===== src/rtl/timer_bank_pkg.sv =====
package timer_bank_pkg;
  typedef enum logic [1:0] {
    MODE_FREE  = 2'd0,
    MODE_ONCE  = 2'd1,
    MODE_CYCLE = 2'd2,
    MODE_SPARE = 2'd3
  } tmr_mode_e;

  localparam int unsigned MODE_LSB = 4;
  localparam int unsigned SLOT_BYTES = 8;
endpackage


===== src/rtl/timer_bank_decode.sv =====
module timer_bank_decode #(
  parameter int unsigned N_CH   = 8,
  parameter int unsigned ADDR_W = 8,
  localparam int unsigned CH_W  = $clog2(N_CH)
) (
  input  logic              req_i,
  input  logic              we_i,
  input  logic [ADDR_W-1:0] addr_i,
  output logic              mapped_o,
  output logic [CH_W-1:0]   ch_o,
  output logic              is_cnt_o,
  output logic [N_CH-1:0]   ctrl_we_o,
  output logic [N_CH-1:0]   cnt_we_o
);
  localparam int unsigned MAP_BYTES = N_CH * timer_bank_pkg::SLOT_BYTES;

  assign mapped_o = ({1'b0, addr_i} < (ADDR_W+1)'(MAP_BYTES));
  assign ch_o     = addr_i[CH_W+2:3];
  assign is_cnt_o = addr_i[2];

  for (genvar i = 0; i < N_CH; i++) begin : g_we
    logic hit;
    assign hit          = req_i && we_i && mapped_o && (ch_o == CH_W'(i));
    assign ctrl_we_o[i] = hit && !is_cnt_o;
    assign cnt_we_o[i]  = hit && is_cnt_o;
  end
endmodule


===== src/rtl/timer_bank_chan.sv =====
module timer_bank_chan
  import timer_bank_pkg::*;
#(
  parameter int unsigned CNT_W = 32,
  localparam int unsigned NB   = CNT_W / 8
) (
  input  logic             clk_i,
  input  logic             rst_ni,
  input  logic             tick_i,
  input  logic             ctrl_we_i,
  input  logic             cnt_we_i,
  input  logic [NB-1:0]    be_i,
  input  logic [CNT_W-1:0] wdata_i,
  output logic             en_o,
  output tmr_mode_e        mode_o,
  output logic [CNT_W-1:0] cnt_o,
  output logic             irq_o
);
  logic [CNT_W-1:0] cnt_q, rld_q, merged;
  logic             en_q, irq_q;
  tmr_mode_e        mode_q;
  logic             last;

  always_comb begin
    merged = rld_q;
    for (int b = 0; b < NB; b++) begin
      if (be_i[b]) merged[b*8 +: 8] = wdata_i[b*8 +: 8];
    end
  end

  assign last = (cnt_q <= CNT_W'(1));

  always_ff @(posedge clk_i or negedge rst_ni) begin
    if (!rst_ni) begin
      cnt_q  <= '0;
      rld_q  <= '0;
      en_q   <= 1'b0;
      mode_q <= MODE_FREE;
      irq_q  <= 1'b0;
    end else if (ctrl_we_i) begin
      irq_q <= 1'b0;
      if (be_i[0]) begin
        en_q   <= wdata_i[0];
        mode_q <= tmr_mode_e'(wdata_i[MODE_LSB +: 2]);
      end
    end else if (cnt_we_i) begin
      cnt_q <= merged;
      rld_q <= merged;
    end else if (en_q && tick_i) begin
      unique case (mode_q)
        MODE_ONCE: begin
          if (last) begin
            cnt_q <= '0;
            en_q  <= 1'b0;
            irq_q <= 1'b1;
          end else begin
            cnt_q <= cnt_q - CNT_W'(1);
          end
        end
        MODE_CYCLE: begin
          if (last) begin
            cnt_q <= rld_q;
            irq_q <= 1'b1;
          end else begin
            cnt_q <= cnt_q - CNT_W'(1);
          end
        end
        default: cnt_q <= cnt_q - CNT_W'(1);
      endcase
    end
  end

  assign en_o   = en_q;
  assign mode_o = mode_q;
  assign cnt_o  = cnt_q;
  assign irq_o  = irq_q;
endmodule


===== src/rtl/timer_bank_rdmux.sv =====
module timer_bank_rdmux
  import timer_bank_pkg::*;
#(
  parameter int unsigned N_CH  = 8,
  parameter int unsigned CNT_W = 32,
  localparam int unsigned CH_W = $clog2(N_CH)
) (
  input  logic                       clk_i,
  input  logic                       rst_ni,
  input  logic                       rd_i,
  input  logic                       mapped_i,
  input  logic [CH_W-1:0]            ch_i,
  input  logic                       is_cnt_i,
  input  logic [N_CH-1:0]            en_i,
  input  logic [N_CH-1:0][1:0]       mode_i,
  input  logic [N_CH-1:0][CNT_W-1:0] cnt_i,
  output logic [CNT_W-1:0]           rdata_o
);
  logic [CNT_W-1:0] sel;

  always_comb begin
    sel = '0;
    if (mapped_i) begin
      if (is_cnt_i) sel = cnt_i[ch_i];
      else begin
        sel[0]               = en_i[ch_i];
        sel[MODE_LSB +: 2]   = mode_i[ch_i];
      end
    end
  end

  always_ff @(posedge clk_i or negedge rst_ni) begin
    if (!rst_ni)   rdata_o <= '0;
    else if (rd_i) rdata_o <= sel;
  end
endmodule


===== src/rtl/timer_bank.sv =====
module timer_bank
  import timer_bank_pkg::*;
#(
  parameter int unsigned N_CH   = 8,
  parameter int unsigned CNT_W  = 32,
  parameter int unsigned ADDR_W = 8,
  localparam int unsigned NB    = CNT_W / 8,
  localparam int unsigned CH_W  = $clog2(N_CH)
) (
  input  logic              clk_i,
  input  logic              rst_ni,
  input  logic              tick_i,
  input  logic              req_i,
  input  logic              we_i,
  input  logic [ADDR_W-1:0] addr_i,
  input  logic [NB-1:0]     be_i,
  input  logic [CNT_W-1:0]  wdata_i,
  output logic [CNT_W-1:0]  rdata_o,
  output logic [N_CH-1:0]   irq_o
);
  logic                       mapped, is_cnt;
  logic [CH_W-1:0]            ch;
  logic [N_CH-1:0]            ctrl_we, cnt_we, en;
  logic [N_CH-1:0][1:0]       mode;
  logic [N_CH-1:0][CNT_W-1:0] cnt;

  timer_bank_decode #(.N_CH(N_CH), .ADDR_W(ADDR_W)) i_decode (
    .req_i     (req_i),
    .we_i      (we_i),
    .addr_i    (addr_i),
    .mapped_o  (mapped),
    .ch_o      (ch),
    .is_cnt_o  (is_cnt),
    .ctrl_we_o (ctrl_we),
    .cnt_we_o  (cnt_we)
  );

  for (genvar i = 0; i < N_CH; i++) begin : g_ch
    tmr_mode_e m;
    timer_bank_chan #(.CNT_W(CNT_W)) i_chan (
      .clk_i     (clk_i),
      .rst_ni    (rst_ni),
      .tick_i    (tick_i),
      .ctrl_we_i (ctrl_we[i]),
      .cnt_we_i  (cnt_we[i]),
      .be_i      (be_i),
      .wdata_i   (wdata_i),
      .en_o      (en[i]),
      .mode_o    (m),
      .cnt_o     (cnt[i]),
      .irq_o     (irq_o[i])
    );
    assign mode[i] = m;
  end

  timer_bank_rdmux #(.N_CH(N_CH), .CNT_W(CNT_W)) i_rdmux (
    .clk_i    (clk_i),
    .rst_ni   (rst_ni),
    .rd_i     (req_i && !we_i),
    .mapped_i (mapped),
    .ch_i     (ch),
    .is_cnt_i (is_cnt),
    .en_i     (en),
    .mode_i   (mode),
    .cnt_i    (cnt),
    .rdata_o  (rdata_o)
  );
endmodule


===== config.mk =====
export PLATFORM = sky130hd
export DESIGN_NAME = timer_bank
export DESIGN_NICKNAME = d
export VERILOG_FILES = /design/src/rtl/timer_bank_pkg.sv /design/src/rtl/timer_bank_decode.sv /design/src/rtl/timer_bank_chan.sv /design/src/rtl/timer_bank_rdmux.sv /design/src/rtl/timer_bank.sv
export SDC_FILE = /design/constraint.sdc
export NUM_CORES = 2
export LEC_CHECK = 0
export BUFFER_PORTS_ARGS = -buffer_cell sky130_fd_sc_hd__buf_2
export CORE_ASPECT_RATIO = 0.6
export CORE_MARGIN = 10
export CORE_UTILIZATION = 45
export CTS_BUF_LIST = sky130_fd_sc_hd__clkbuf_8
export CTS_CLUSTER_SIZE = 20
export DETAILED_ROUTE_END_ITERATION = 8
export GPL_TIMING_DRIVEN = 0
export PLACE_DENSITY = 0.66
export RECOVER_POWER = 100
export REMOVE_ABC_BUFFERS = 1
export SLEW_MARGIN = 20
export SYNTH_ARGS = -nofsm -noshare
export SYNTH_HDL_FRONTEND = slang
export SYNTH_SLANG_ARGS = --single-unit

===== constraint.sdc =====
create_clock -name clk_i -period 4.2 [get_ports clk_i]
set_input_delay 0.42 -clock clk_i [delete_from_list [all_inputs] [get_ports clk_i]]
set_output_delay 0.42 -clock clk_i [all_outputs]
set_load 0.1 [all_outputs]

=== Word level (Yosys, flattened, before mapping) ===
Cells that the tools add are included.

* Magnitude comparators: 10
* Reductions and logical operators: 126
* Bitwise operators: 8
* Equality and inequality tests: 39
* Add/sub/neg operators: 8
* Muxes and demuxes: 164

{| class="wikitable"
|+ Operators by type and width
! operator !! number
|-
| two-way mux 32 bit || 34
|-
| one-hot mux 32 bit (2 select lines) || 8
|-
| less-or-equal comparator 32 x 1 -> 1 bit, second input constant || 8
|-
| two-way mux 8 bit || 32
|-
| subtractor 32 x 1 -> 32 bit, second input constant || 8
|-
| binary-select mux 32 bit (select 3 bit) || 1
|-
| two-way mux 1 bit || 83
|-
| nonzero test 2 bit || 40
|-
| AND reduction 2 bit || 24
|-
| AND reduction 5 bit || 8
|-
| logical AND 1 bit || 35
|-
| AND reduction 4 bit || 8
|-
| two-way mux 26 bit || 1
|-
| equality test 2 x 1 -> 1 bit, second input constant || 8
|-
| equality test 2 bit, second input constant || 8
|-
| != test 2 x 1 -> 1 bit, second input constant || 8
|-
| != test 2 bit, second input constant || 8
|-
| OR reduction 2 bit || 8
|-
| equality test 3 bit, second input constant || 4
|-
| less-than comparator 8 x 7 -> 1 bit, second input constant || 1
|-
| NOT 1 bit || 8
|-
| binary-select mux 2 bit (select 3 bit) || 1
|-
| equality test 3 x 2 -> 1 bit, second input constant || 2
|-
| less-than comparator 3 x 4 -> 1 bit, second input constant || 1
|-
| other kinds (6) || 8
|}

* Output and inout port bits: 40
* Bits in registers: 576
* Logic and storage cells: 396
* Input bits: 49

=== Logic depth before layout (Yosys ltp) ===
* Word-level depth: 6
* Depth in mapped cells: 11
* Depth with buffers taken out: 9

=== Cells and area by module ===
From an unflattened synthesis, not the netlist that was laid out.

* Cells, all modules: 3927
* Area, all modules: 37971.4 um^2

{| class="wikitable"
|+ By module, submodules not included
! module !! cells an instance !! seq. area each (um^2) !! area each (um^2) !! instances
|-
| timer_bank_chan at g_ch[0].i_chan ... || 458 || 1701.6 || 4294.1 || 7
|-
| timer_bank_chan at g_ch[7].i_chan || 477 || 1701.6 || 4400.5 || 1
|-
| timer_bank_rdmux || 209 || 800.8 || 3205.6 || 1
|-
| timer_bank_decode || 34 || 0.0 || 292.8 || 1
|-
| timer_bank || 1 || 0.0 || 13.8 || 1
|}

=== Least setup slack after synthesis ===
No wires, ideal clock.

* Path kind: register -> register
* Start point: register g_ch[4].i_chan.cnt_q[16]
* End point: register g_ch[4].i_chan.cnt_q[22]
* Library setup time: 0.120 ns
* Buffers on the path: 2
* Stages on the path, launching flop included: 10
* Data arrival time: 2.753 ns
* Clock period less this slack: 2.874 ns
* Path slack: 1.326 ns
* Required time: 4.080 ns
* Path through: dfrtp_1 -> buf_6 -> or4_4 -> or4_4 -> or4_4 -> buf_6 -> o21ai_4 -> nand2_4 -> a221o_1 -> o211a_1

* Word-level cells in the longest chain between the ends: 5
* Elaborated cells on any way between the ends: 7
* Classes of those cells: add/sub (1); order compare (1); mux (5)

{| class="wikitable"
|+ RTL lines
! what !! RTL line !! RTL
|-
| start: declaration || timer_bank_chan.sv:19 || <nowiki>logic [CNT_W-1:0] cnt_q, rld_q, merged;</nowiki>
|-
| start signal: assignment || timer_bank_chan.sv:47 || <nowiki>cnt_q <= merged;</nowiki>
|-
| start signal: assignment || timer_bank_chan.sv:57 || <nowiki>cnt_q <= cnt_q - CNT_W'(1);</nowiki>
|-
| start signal: assignment || timer_bank_chan.sv:62 || <nowiki>cnt_q <= rld_q;</nowiki>
|-
| subtractor 32 x 1 -> 32 bit / less-or-equal comparator 32 x 1 -> 1 bit (equally long branches) || -- ||
|-
| two-way mux 32 bit (on tied branches) || timer_bank_chan.sv:61, timer_bank_chan.sv:52 ||
|-
| one-hot mux 32 bit (2 select lines) (*) || timer_bank_chan.sv:50 || <nowiki>unique case (mode_q)</nowiki>
|-
| two-way mux 32 bit (*) || timer_bank_chan.sv:49 || <nowiki>end else if (en_q && tick_i) begin</nowiki>
|-
| two-way mux 32 bit (*) || timer_bank_chan.sv:46 || <nowiki>end else if (cnt_we_i) begin</nowiki>
|}

Every way passes the cells marked *; elsewhere a longest branch is shown, timed or not. The select of a mux whose other input is x is not followed.
A chain may end at the register's enable or synchronous reset.

=== Worst setup path in the final report ===
* Start point: register g_ch[3].i_chan.cnt_q[11]
* End point: register g_ch[3].i_chan.cnt_q[23]

* Word-level cells in the longest chain between the ends: 5
* Elaborated cells on any way between the ends: 7
* Classes of those cells: add/sub (1); order compare (1); mux (5)

{| class="wikitable"
|+ RTL lines
! what !! RTL line
|-
| start: declaration || timer_bank_chan.sv:19
|-
| start signal: assignment || timer_bank_chan.sv:47
|-
| start signal: assignment || timer_bank_chan.sv:57
|-
| start signal: assignment || timer_bank_chan.sv:62
|-
| subtractor 32 x 1 -> 32 bit / less-or-equal comparator 32 x 1 -> 1 bit (equally long branches) || --
|-
| two-way mux 32 bit (on tied branches) || timer_bank_chan.sv:61, timer_bank_chan.sv:52
|-
| one-hot mux 32 bit (2 select lines) (*) || timer_bank_chan.sv:50
|-
| two-way mux 32 bit (*) || timer_bank_chan.sv:49
|-
| two-way mux 32 bit (*) || timer_bank_chan.sv:46
|}

Marks and branches as above.

==> metrics.txt <==
run status finished, violations left; violated checks capacitance limit, slew limit; via count of the first global-routing pass roughly 31000; total gr overflow 0; worst hold-check slack approximately 0.076 ns; Worst setup endpoint g_ch[3].i_chan.cnt_o[23]; die boundary width between 300 and 400 um; number of antenna violations at the first check in global routing 21; routed via count approximately 35000; synthesized area per cell a little over 9 um2; die height approximately 240 um; EDFF count, synth 0; floorplan die area ~90000 um2; All-Layer GR Usage 0.346; most frequently used flop master after synthesis sky130_fd_sc_hd__dfrtp_1; CTS Hold Buffers Added 1; power per cell area 435 nW/um2; complex-gate fraction of the synthesized area 0.208; Layout Utilization 0.493; FMAX around 0.24 GHz; sequential element share of the synthesized area 0.410; clock sink count around 580; CTS tree yes; min-delay worst type in2reg; number of nets at the end of the flow ~3900; biggest fanout along the worst timing path 16; length of routed wiring on met1 65.0 mm; DRC violation count after routing 0; clock insertion delay at the later pin of the skew report roughly 0.79 ns; Reg2Reg Capture Point g_ch[3].i_chan.cnt_o[23]; worst rel slew slack -0.316; routed length per instance between 30 and 40 um; routed length on met2 around 55 mm; slew at the pin closest to its max-slew limit 1.97 ns; layout overhead on the synthesized area 8.65%; number of placed cells counting well taps approximately 4800; critical path class reg2reg; number of levels in the clock H-tree 3; number of vias per cell ~7.1; final-report hold violation count 0; top layer used by detailed routing met5; worst hold start addr_i[6]; Synth Instances 3847; worst-case setup margin in the final layout ~0.1 ns; setup repair after global routing missed its margin false; required time reported for the critical path endpoint ~4.9 ns; placeable core region 77500 um2; number of buffers inserted by port buffering between 80 and 90; worst clock skew 0.0438 ns; final instance count without filler cells a little under 5000; R2R Setup Slk between 0.1 and 0.15 ns; worst vdd ir roughly 310 uV; library cell used as clock root buffer sky130_fd_sc_hd__clkbuf_8; setup violators final 0; antenna violation net count after detailed routing 0; post-synthesis share of cell area spent on full adders, half adders and majority gates 0.0114; Reg2Reg Depth 7; launching element type of the critical path flip-flop; register bit count reported by yosys 576; maximum buffer depth of the clock tree 3; Placer Congestion around 1.1; Initial Utilization 0.454; share of the clock period used by the worst path 0.976; hpwl dp between 100 and 150 mm; multiplexer fraction of the synthesized cell area 0.125; xor/xnor cell area share of the yosys netlist 0.0182; Yosys cell types 95; area fraction in and, or, nand and nor cells after synthesis 0.185; Max Cap Violations 3; total routed wirelength ~160 mm; Reg-to-Reg Start g_ch[3].i_chan.cnt_o[11]; fill cell instance count of the final layout approximately 7300; shortest clock period the worst path allows after layout about 4.1 ns; post-synthesis instance area 35200 um2; CTS resizes 0; post-CTS clock slew at the launch and capture registers of the worst setup and hold paths around 0.07 ns; FP Rows 79; count of TritonRoute iterations in the first routing pass 7; Setup crit end kind flip-flop; maximum number of pins on one net before global-route repair 96; WP data arrival between 4 and 5 ns; Max Slew Vio Count approximately 130; layout cells sized above 1 0.138; first-pass GRT wire length approximately 230 mm; CTS buffer count 90; crit path launch g_ch[3].i_chan.cnt_o[11]; total met3 wirelength after detailed routing 36.7 mm; leak pwr between 15 and 20 nW; yosys synthesis warning count 0; count of pins on the block boundary 89; share of async-settable or async-resettable flops after synthesis 1.00; initial drt markers a little over 6000; combinational family with the most area after synthesis compound AO/OA/AOI/OAI gates; post-placement setup slack -0.340 ns; buffers inserted during post-CTS setup optimization 0
==> worst min-delay path by stage <==
stage / slack, ns / end / cells past startpoint
after global routing: 0.08 / i_rdmux.rdata_o[0] / 3
after floorplan: 0.12 / g_ch[0].i_chan.cnt_o[0] / 0
final: 0.08 / i_rdmux.rdata_o[4] / 3
after detailed placement: 0.44 / g_ch[1].i_chan.rld_q[30] / 1
after global placement: 0.46 / g_ch[3].i_chan.rld_q[5] / 1
after CTS: 0.03 / i_rdmux.rdata_o[4] / 3
==> power breakdown <==
group | internal [mW] | switching [mW]
Combinational | 1.39 | 2.70
Clock | 2.64 | 2.53
Sequential | 6.07 | 1.27
==> layout by cell type (no fill, tap or decap), types with 45 or more instances in the layout <==
cell type,netlist,final
sky130_fd_sc_hd__a21oi_1,324,324
sky130_fd_sc_hd__a221oi_1,45,45
sky130_fd_sc_hd__a31oi_1,61,60
sky130_fd_sc_hd__clkbuf_1,218,47
sky130_fd_sc_hd__clkbuf_8,0,116
sky130_fd_sc_hd__dfrtp_1,576,576
sky130_fd_sc_hd__inv_1,100,131
sky130_fd_sc_hd__mux2_2,204,204
sky130_fd_sc_hd__mux2i_1,47,47
sky130_fd_sc_hd__mux4_2,73,73
sky130_fd_sc_hd__nand2_1,438,435
sky130_fd_sc_hd__nand2b_1,97,98
sky130_fd_sc_hd__nand3_1,108,105
sky130_fd_sc_hd__nor2_1,235,229
sky130_fd_sc_hd__nor3_1,132,132
sky130_fd_sc_hd__nor4_1,68,65
sky130_fd_sc_hd__o21ai_0,326,332
==> cells in the mapped netlist, drive strengths merged (37+ instances only) <==
library cell	n	area [um2]
xnor2	42	368
inv	100	375
o21ai	337	1700
buf	48	279
a21oi	325	1640
nor2	236	893
nor3	132	661
a31oi	61	382
a221oi	45	394
nand3	108	541
mux4	73	1640
mux2i	47	470
nand2b	98	621
clkbuf	219	823
o22ai	43	282
or4	39	308
nor4	73	488
nand2	439	1660
or3	41	262
dfrtp	576	14400
nand4	37	231
mux2	204	2300
==> logic make-up after synthesis <==
logic type,Yosys count
and+or+nand+nor,1319
muxes,324
adders and majority gates,32
xor gates and xnor gates,73
buffers and inverters,367
DFF,576
AOI/OAI and AO/OA,1156
==> sequential cells by signal (all words and copies together) (netlist names) <==
register            cells
g_ch.i_chan.cnt_o     256
g_ch.i_chan.rld_q     256
i_rdmux.rdata_o        32
g_ch.i_chan.mode_o     16
g_ch.i_chan.en_o        8
g_ch.i_chan.irq_o       8
==> metrics by stage <==
stage          total power [mW]  area (um2)   TNS, ns
4_1_cts                    16.2       38500         0
3_3_place_gp               11.0       35800  -6180.59
5_1_grt                    17.0       38100         0
6_report                   16.6       38200         0
3_5_place_dp               11.2       36600     -3.80
2_1_floorplan              9.15       34100         0
==> layer usage <==
layer	GRT usage	up-vias
met5	0.0321	-
met4	0.120	22
met3	0.265	381
met2	0.386	3266
met1	0.476	17317
li1	-	14272
==> critical path: stages (launching register included) <==
cell and delay [ns]:
sky130_fd_sc_hd__dfrtp_1 0.53, sky130_fd_sc_hd__or4_1 0.65, sky130_fd_sc_hd__nor3_1 0.59, sky130_fd_sc_hd__nand4_1 0.44, sky130_fd_sc_hd__nor2_1 1.18, sky130_fd_sc_hd__or3_1 0.24, sky130_fd_sc_hd__a21oi_1 0.07, sky130_fd_sc_hd__a311oi_1 0.29
==> cell type report <==
class / count / area, um2 / area share
Clock buffer: 116 / 1600 / 0.0418
Timing Repair Buffer: 118 / 850 / 0.0222
Clock inverter: 42 / 245 / 0.00642
Tap cell: 1053 / 1320 / 0.0345
Sequential cell: 576 / 14400 / 0.377
Multi-Input combinational cell: 2904 / 19300 / 0.506
Antenna cell: 29 / 72.6 / 0.00190
Inverter: 100 / 375 / 0.00983
No activity file was read; power rests on OpenSTA's default activity.
